### src/rtl/seg_guard_pkg.sv
// Shared encodings for the segment checker.
// Assumes: kind and cause codes are fixed by the block's requirements.
package seg_guard_pkg;

    typedef enum logic [1:0] {
        ACC_READ  = 2'd0,
        ACC_WRITE = 2'd1,
        ACC_EXEC  = 2'd2
    } acc_kind_e;

    typedef enum logic [1:0] {
        CAUSE_NONE   = 2'd0,
        CAUSE_NULL   = 2'd1,
        CAUSE_RIGHTS = 2'd2,
        CAUSE_LIMIT  = 2'd3
    } fault_cause_e;

    typedef struct packed {
        logic readable;
        logic writable;
        logic expand_down;
    } seg_attr_t;

endpackage

### src/rtl/seg_rights_unit.sv
// Null-selector and access-rights checks for one access.
// Assumes: indices RIGHTS_LO..RIGHTS_HI are data/code segments; the four
// EXEMPT_* indices may legally hold a zero selector.
module seg_rights_unit
    import seg_guard_pkg::*;
#(
    parameter int IDX_W        = 4,
    parameter int SEL_W        = 16,
    parameter int RIGHTS_LO    = 0,
    parameter int RIGHTS_HI    = 6,
    parameter int EXEMPT_INT_A = 6,
    parameter int EXEMPT_TASK  = 7,
    parameter int EXEMPT_IDT   = 8,
    parameter int EXEMPT_INT_B = 9
) (
    input  logic [IDX_W-1:0] seg_idx,
    input  logic [SEL_W-1:0] selector,
    input  seg_attr_t        attr,
    input  acc_kind_e        kind,
    input  logic             store_probe,
    output logic             null_bad,
    output logic             rights_bad,
    output logic             dir_down
);
    localparam int N_EXEMPT = 4;
    localparam int EXEMPT_LIST [N_EXEMPT] =
        '{EXEMPT_INT_A, EXEMPT_TASK, EXEMPT_IDT, EXEMPT_INT_B};

    logic is_exempt;
    logic in_class;
    logic wants_write;
    logic wants_read;

    // Match the index against the exempt set.
    always_comb begin
        is_exempt = 1'b0;
        for (int i = 0; i < N_EXEMPT; i++) begin
            if (seg_idx == IDX_W'(EXEMPT_LIST[i])) is_exempt = 1'b1;
        end
    end

    // Decide whether the index is a data/code segment.
    always_comb begin
        in_class = 1'b0;
        for (int i = RIGHTS_LO; i <= RIGHTS_HI; i++) begin
            if (seg_idx == IDX_W'(i)) in_class = 1'b1;
        end
    end

    // Classify the access.
    always_comb begin
        wants_write = (kind == ACC_WRITE) || store_probe;
        wants_read  = (kind == ACC_READ);
    end

    // Produce the three verdicts.
    always_comb begin
        null_bad   = (selector == '0) && !is_exempt;
        rights_bad = in_class &&
                     ((wants_write && !attr.writable) ||
                      (wants_read  && !attr.readable));
        dir_down   = in_class && attr.expand_down;
    end

    // Guard: an execute access without a store probe never trips rights.
    always_comb begin

        exec_rights_chk: assert (!((kind == ACC_EXEC) && !store_probe && rights_bad))
            else $error("execute access flagged for rights");
    end

endmodule

### src/rtl/seg_offset_unit.sv
// Effective offset and end offset for one access.
// Assumes: addresses wrap modulo 2**OFF_W in the subtraction; size 0 is 1.
module seg_offset_unit #(
    parameter int OFF_W    = 32,
    parameter int NARROW_W = 16,
    parameter int SIZE_W   = 4,
    parameter int END_W    = OFF_W + SIZE_W
) (
    input  logic [OFF_W-1:0]  addr_lo,
    input  logic [OFF_W-1:0]  base,
    input  logic              code_dflt32,
    input  logic              addr_ovr,
    input  logic [SIZE_W-1:0] acc_size,
    output logic [OFF_W-1:0]  offset,
    output logic [END_W-1:0]  end_off
);
    logic [OFF_W-1:0]  diff;
    logic              narrow;
    logic [SIZE_W-1:0] eff_size;

    // Pick the width and form the truncated offset.
    always_comb begin
        diff   = addr_lo - base;
        narrow = (code_dflt32 == addr_ovr);
        offset = narrow ? {{(OFF_W-NARROW_W){1'b0}}, diff[NARROW_W-1:0]} : diff;
    end

    // Form the last byte's offset without truncation.
    always_comb begin
        eff_size = (acc_size == '0) ? SIZE_W'(1) : acc_size;
        end_off  = END_W'(offset) + END_W'(eff_size) - END_W'(1);
    end

    // Guard: the end never lies below the start.
    always_comb begin

        end_order_chk: assert (end_off >= END_W'(offset))
            else $error("end offset below start offset");
    end

endmodule

### src/rtl/seg_limit_unit.sv
// Limit comparison for normal and expand-down segments.
// Assumes: end_off >= offset, as the offset unit guarantees.
module seg_limit_unit #(
    parameter int OFF_W = 32,
    parameter int END_W = 36,
    parameter int LIM_W = 32
) (
    input  logic [OFF_W-1:0] offset,
    input  logic [END_W-1:0] end_off,
    input  logic [LIM_W-1:0] limit,
    input  logic             dir_down,
    output logic             limit_bad
);
    logic [END_W-1:0] lim_x;
    logic [END_W-1:0] off_x;
    logic             above;
    logic             at_or_below;

    // Compare both ends against the limit.
    always_comb begin
        lim_x       = END_W'(limit);
        off_x       = END_W'(offset);
        above       = (off_x > lim_x) || (end_off > lim_x);
        at_or_below = (off_x <= lim_x) || (end_off <= lim_x);
        limit_bad   = dir_down ? at_or_below : above;
    end

    // Guards on the two directions.
    always_comb begin

        up_limit_chk: assert (!(!dir_down && limit_bad) || (end_off > lim_x))
            else $error("normal segment fault with end inside limit");

        down_limit_chk: assert (!(dir_down && !limit_bad) || (off_x > lim_x))
            else $error("expand-down pass with start at or below limit");
    end

endmodule

### src/rtl/seg_guard.sv
// Top of the legacy segment checker: combines null, rights and limit
// verdicts into one fault with a prioritised cause and forms the linear
// address. Purely combinational.
// Assumes: vaddr already carries the segment base; ADDR_W > MASK_W.
module seg_guard
    import seg_guard_pkg::*;
#(
    parameter int ADDR_W = 64,
    parameter int MASK_W = 32,
    parameter int OFF_W  = 32,
    parameter int SIZE_W = 4,
    parameter int IDX_W  = 4,
    parameter int SEL_W  = 16
) (
    input  logic [ADDR_W-1:0] vaddr,
    input  logic [SIZE_W-1:0] acc_size,
    input  logic [1:0]        acc_kind,
    input  logic              store_probe,
    input  logic              addr_ovr,
    input  logic              wide_submode,
    input  logic              code_dflt32,
    input  logic [IDX_W-1:0]  seg_idx,
    input  logic [SEL_W-1:0]  seg_selector,
    input  logic [OFF_W-1:0]  seg_base,
    input  logic [OFF_W-1:0]  seg_limit,
    input  logic              seg_readable,
    input  logic              seg_writable,
    input  logic              seg_expdown,
    output logic              gp_fault,
    output logic [1:0]        fault_cause,
    output logic [ADDR_W-1:0] lin_addr
);
    localparam int END_W = OFF_W + SIZE_W;

    seg_attr_t        attr;
    acc_kind_e        kind;
    logic             null_bad;
    logic             rights_bad;
    logic             dir_down;
    logic             limit_bad;
    logic [OFF_W-1:0] offset;
    logic [END_W-1:0] end_off;
    fault_cause_e     cause;
    logic             cut_addr;

    // Pack the attribute bits and cast the kind.
    always_comb begin
        attr = '{readable: seg_readable, writable: seg_writable,
                 expand_down: seg_expdown};
        kind = acc_kind_e'(acc_kind);
    end

    seg_rights_unit #(
        .IDX_W(IDX_W),
        .SEL_W(SEL_W)
    ) u_rights (
        .seg_idx     (seg_idx),
        .selector    (seg_selector),
        .attr        (attr),
        .kind        (kind),
        .store_probe (store_probe),
        .null_bad    (null_bad),
        .rights_bad  (rights_bad),
        .dir_down    (dir_down)
    );

    seg_offset_unit #(
        .OFF_W (OFF_W),
        .SIZE_W(SIZE_W),
        .END_W (END_W)
    ) u_offset (
        .addr_lo     (vaddr[OFF_W-1:0]),
        .base        (seg_base),
        .code_dflt32 (code_dflt32),
        .addr_ovr    (addr_ovr),
        .acc_size    (acc_size),
        .offset      (offset),
        .end_off     (end_off)
    );

    seg_limit_unit #(
        .OFF_W(OFF_W),
        .END_W(END_W),
        .LIM_W(OFF_W)
    ) u_limit (
        .offset    (offset),
        .end_off   (end_off),
        .limit     (seg_limit),
        .dir_down  (dir_down),
        .limit_bad (limit_bad)
    );

    // Prioritise the cause: null, then rights, then limit.
    always_comb begin
        if (null_bad)        cause = CAUSE_NULL;
        else if (rights_bad) cause = CAUSE_RIGHTS;
        else if (limit_bad)  cause = CAUSE_LIMIT;
        else                 cause = CAUSE_NONE;
        fault_cause = cause;
        gp_fault    = null_bad || rights_bad || limit_bad;
    end

    // Form the linear address, cut to MASK_W bits outside wide addressing.
    always_comb begin
        cut_addr = !wide_submode || addr_ovr;
        lin_addr = cut_addr ? {{(ADDR_W-MASK_W){1'b0}}, vaddr[MASK_W-1:0]} : vaddr;
    end

    // Guards on the combined outputs.
    always_comb begin

        fault_code_chk: assert (gp_fault == (fault_cause != 2'd0))
            else $error("fault flag and cause disagree");

        null_first_chk: assert (!null_bad || (fault_cause == 2'd1))
            else $error("null selector not reported first");

        lin_cut_chk: assert (!cut_addr || (lin_addr[ADDR_W-1:MASK_W] == '0))
            else $error("linear address not cut");

        lin_low_chk: assert (lin_addr[MASK_W-1:0] == vaddr[MASK_W-1:0])
            else $error("linear address low bits altered");
    end

endmodule

### config.mk
export PLATFORM = sky130hd
export DESIGN_NAME = seg_guard
export DESIGN_NICKNAME = d
export VERILOG_FILES = /design/src/rtl/seg_guard_pkg.sv /design/src/rtl/seg_rights_unit.sv /design/src/rtl/seg_offset_unit.sv /design/src/rtl/seg_limit_unit.sv /design/src/rtl/seg_guard.sv
export SDC_FILE = /design/constraint.sdc
export NUM_CORES = 1
export LEC_CHECK = 0
export ABC_AREA = 1
export ABC_CLOCK_PERIOD_IN_PS = 6200
export BUFFER_PORTS_ARGS = -buffer_cell sky130_fd_sc_hd__buf_2
export CORE_MARGIN = 3
export CORE_UTILIZATION = 30
export DETAILED_ROUTE_END_ITERATION = 10
export PLACE_DENSITY = 0.52
export SLEW_MARGIN = 10
export SYNTH_ARGS = -nofsm -noshare
export SYNTH_HDL_FRONTEND = slang
export SYNTH_SLANG_ARGS = --single-unit
export TNS_END_PERCENT = 50
### constraint.sdc
create_clock -name vclk -period 6.2
set_input_delay 0.62 -clock vclk [all_inputs]
set_output_delay 0.62 -clock vclk [all_outputs]
set_load 0.1 [all_outputs]
==> impl_metrics.ini, run 1 <==
[synth]
yosys.cell_types.count = 43
synth_cells = 1383
syn-num-nets = 1646
synth-seq-area-share = 0
ys_top_cells_by_count = nand2_1, inv_1, nor2_1
yosys-top-cells-area = nand2_1, ha_1, inv_1, nand3_1, nor2_1
synth.most_common_cell = nand2_1
synth_warnings = 0
yosys.area.top_type = nand2_1
netlist_area_um2 = 7290
syn_avg_cell_area_um2 = 5.27
synth.top_cell.area_share = 0.214

[place]
gp_congestion = 0.856
port_buffers = 228
dp_hpwl_um = 21000
place_area_um2 = 8890

[detailed_routing]
avgViaCountPerCell = 4.49
first_iter_violations = 395
ant_nets = 0
vias = 8721
firstDrtPassIters = 5
route.detailed.drc = 0
wl_per_cell_um = 12.1
wirelength_um = 23500

[cells_and_area]
antennaDiodeCount = 0
final_area_um2 = 9540
area_growth_pct = 30.8
fin_nets = 1887
nClkBuffers = 0
regArea_um2 = 0
n_fill_cell = 2718
fin_util = 0.403
n_sequential_cell = 0
drive_gt1_frac = 0.306

[hold_path]
holdPathStages = 2
hold_end = lin_addr[0]
holdCritStartpoint = vaddr[0]
hold_class = input pin to output pin

[power_and_ir_drop]
swShare = 0.660
p_sw_mw = 0.861
share_comb_of_total_power = 1.000
power_density_nw_per_um2 = 137
leakage_nw = 5.71
p_clk_frac = 0
seqPwrFrac = 0
ir_drop_uv = 84.1
power_mw = 1.30
p_int_mw = 0.443

[global_route]
grtUsageTotal = 0.168
grt_overflow = 0
grt_first_pass_wirelength_um = 37400
grt_max_degree = 33
grt_antenna_before_repair = 0
grt_pass1_vias = 8007

[setup_path]
required_ns = 5.58
cp-startpoint = vaddr[0]
crit_slowest_cell = or4_1
cp_max_fo = 4
setup.worst_path.class = input pin to output pin
path_common_cell = nand2_2
cp-end-kind = output pin
cp-start-kind = input pin
max_stage_delay_ns = 0.52
arrival_ns = 5.46

[timing]
period_minus_slack_ns = 6.08
hold_viol = 0
fmax_mhz = 165
fin_tns_setup_ns = 0
worst_slew_pin_slew_ns = 0.997
min_period_over_period = 0.980
rsz0062_at_grt = true
relSlewSlack = 0.334
setup_violations = 0
final_max_slew_viol_count = 0
whs_ns = 1.62

[floorplanning]
core_um2 = 23700
initial_core_util = 0.308
rows = 56
ios = 228
die_width_um = 162
die-area_um2 = 26200
die_h_um = 162

[clock_network]
hold_buffers = 0

[run]
drv_cap = 0

[run_status]
outcome = complete, no violations
worst max-delay path by stage:
stage	endpoint	depth (start not counted)
5_1_grt	fault_cause[0]	41
6_report	fault_cause[0]	34
4_1_cts	fault_cause[1]	41
2_1_floorplan	gp_fault	30
3_5_place_dp	fault_cause[0]	41
3_3_place_gp	fault_cause[0]	41
stage by stage:
stage | std cells | worst slack (ns)
after floorplan | 1383 | -0.0262
after global placement | 1917 | 0.0592
after detailed placement | 1917 | -0.0386
after CTS | 1922 | 0.0268
after global routing | 1941 | -0.303
final | 1941 | 0.122
routing by layer:
metal,up-vias,part of all wire,global-route usage
met5,-,0,0
met4,0,0.012,0.0163
met3,12,0.040,0.00485
met2,177,0.45,0.289
met1,3769,0.50,0.242
li1,4763,-,-
cell families (layout without fill, tap and decap cells):
logic type	count (synthesis)	after routing	share of synthesized area
AND/OR/NAND/NOR	837	837	0.533
buffers and inverters	335	574	0.189
AO/OA/AOI/OAI	75	75	0.0602
XOR/XNOR	34	34	0.0408
adder cells (fa/ha/maj)	102	102	0.177
timing repair:
item	in CTS	in global routing
pin swaps	16	73
resized for setup	11	105
setup endpoints to repair	2	3
buffers inserted	5	19
worst max-delay path: cells and delay by family:
kind	cells	cell delay [ns]
compound gates	1	0.22
xor+xnor	2	0.35
fa+ha+maj	4	1.24
buf+inv	6	0.55
simple gates	21	2.48
cell type report:
type | count | area (um2) | share of cell area
multi-input combinational | 1048 | 6420 | 0.673
tap | 319 | 399 | 0.0419
inverter | 295 | 1120 | 0.118
timing repair buffer | 279 | 1600 | 0.167
layout by cell type (no fill, tap or decap), types with 4 or more instances in the layout:
cell type / instances
nor2_4: 28
nand3_2: 18
nor2_1: 117
nand2_4: 11
nand2_1: 382
nand3_1: 96
o21ai_0: 7
a21oi_1: 42
nor3_1: 11
ha_4: 5
nand4_1: 44
a211oi_1: 6
inv_1: 270
buf_4: 50
xor2_1: 19
nand3_4: 4
inv_2: 20
nor2_2: 32
xnor2_1: 9
and2_1: 4
ha_1: 92
nand2_2: 73
nor4_1: 7
buf_2: 222
o21ai_1: 4
power groups by stage:
stage | Sequential [mW] | Combinational, mW | Clock [mW]
2_1_floorplan | 0 | 0.883 | 0
3_3_place_gp | 0 | 1.17 | 0
3_5_place_dp | 0 | 1.19 | 0
4_1_cts | 0 | 1.20 | 0
5_1_grt | 0 | 1.45 | 0
6_report | 0 | 1.30 | 0
(Power assumes the default switching activity.)
==> run 2, diff against run 1 <==
Settings changed: BUFFER_PORTS_ARGS -buffer_cell sky130_fd_sc_hd__buf_2 to -buffer_cell sky130_fd_sc_hd__buf_4, CORE_MARGIN 3 to not set.
==> impl_metrics.ini, run 2 (same netlist as run 1, synthesis figures left out) <==
[run_status]
outcome = complete, no violations

[place]
port_buffers = 228
place_area_um2 = 9570
dp_hpwl_um = 21200
gp_congestion = 0.844
numPlacedInstances = 1938

[timing]
hold_viol = 0
period_minus_slack_ns = 6.07
worst_slew_pin_slew_ns = 0.971
rsz0062_at_grt = true
final_max_slew_viol_count = 0
fin_tns_setup_ns = 0
min_period_over_period = 0.979
fmax_mhz = 165
relSlewSlack = 0.351
setup_violations = 0

[power_and_ir_drop]
leakage_nw = 5.91
power_density_nw_per_um2 = 131
ir_drop_uv = 97.9

[global_route]
grtUsageTotal = 0.180
grt_antenna_before_repair = 0
grt_max_degree = 33
grt_first_pass_wirelength_um = 36700
grt_overflow = 0
grt_pass1_vias = 7827

[clock_network]
hold_buffers = 0

[cells_and_area]
antennaDiodeCount = 0
fin_util = 0.425
final_area_um2 = 10100
area_growth_pct = 37.9
n_sequential_cell = 0
nClkBuffers = 0
final_cell_mix = nand2_1, buf_4, inv_1
regArea_um2 = 0
fin_nets = 1899
final_common_cell = nand2_1
drive_gt1_frac = 0.306
fin_cells = 1953
n_fill_cell = 2733

[setup_path]
cp-start-kind = input pin
required_ns = 5.58
max_stage_delay_ns = 0.36
crit_buf_inv = 3
cp-end-kind = output pin
arrival_ns = 5.45
cp_max_fo = 4
setup.worst_path.class = input pin to output pin
crit_slowest_cell = fa_2
path_common_cell = nand2_1
cpLargestDelayFamily = simple AND/OR/NAND/NOR gates

[detailed_routing]
avgViaCountPerCell = 4.51
wl_per_cell_um = 12.0
route.detailed.drc = 0
wirelength_um = 23500
first_iter_violations = 335
ant_nets = 0
vias = 8803
firstDrtPassIters = 5

[floorplanning]
die_h_um = 158
initial_core_util = 0.308
core_um2 = 23700
ios = 228
die-area_um2 = 24900
rows = 56
die_width_um = 158

[hold_path]
hold_class = input pin to output pin

[run]
drv_cap = 0
run 2: final cells by class:
| type | instances | area (um2) | area share |
|---|---|---|---|
| Multi-Input combinational cell | 1048 | 6320 | 0.628 |
| Timing Repair Buffer | 291 | 2220 | 0.220 |
| Tap cell | 319 | 399 | 0.0397 |
| Inverter | 295 | 1120 | 0.112 |
run 2: routing by layer:
| layer | GRT usage | vias up | share of wire |
|---|---|---|---|
| li1 | - | 4784 | - |
| met1 | 0.264 | 3834 | 0.49 |
| met2 | 0.302 | 171 | 0.46 |
| met3 | 0.00164 | 14 | 0.035 |
| met4 | 0.0203 | 0 | 0.013 |
| met5 | 0 | - | 0 |
run 2: through the flow:
stage / setup slack [ns] / power [mW] / hold slack [ns]
final: 0.130 / 1.32 / 1.58
after global placement: 0.0801 / 1.21 / 1.58
after global routing: -0.251 / 1.47 / 1.58
after floorplan: -0.0262 / 0.883 / 1.45
after CTS: 0.0125 / 1.23 / 1.58
after detailed placement: -0.0296 / 1.22 / 1.58
run 2: worst paths after layout:
path	slack, ns	cells after the start	from	end
max	0.13	38	seg_base[0]	fault_cause[0]
min	1.58	2	vaddr[4]	lin_addr[4]
run 2: repair_timing:
action,CTS,global route
pin swaps,0,69
endpoints found under the setup margin,2,3
gates resized for setup,2,97
setup buffers,0,15
run 2: power by group:
group / switching (mW) / leakage [nW] / total, mW / internal, mW
combinational: 0.848 / 5.91 / 1.32 / 0.472
sequential: 0 / 0 / 0 / 0
clock: 0 / 0 / 0 / 0
total: 0.848 / 5.91 / 1.32 / 0.472
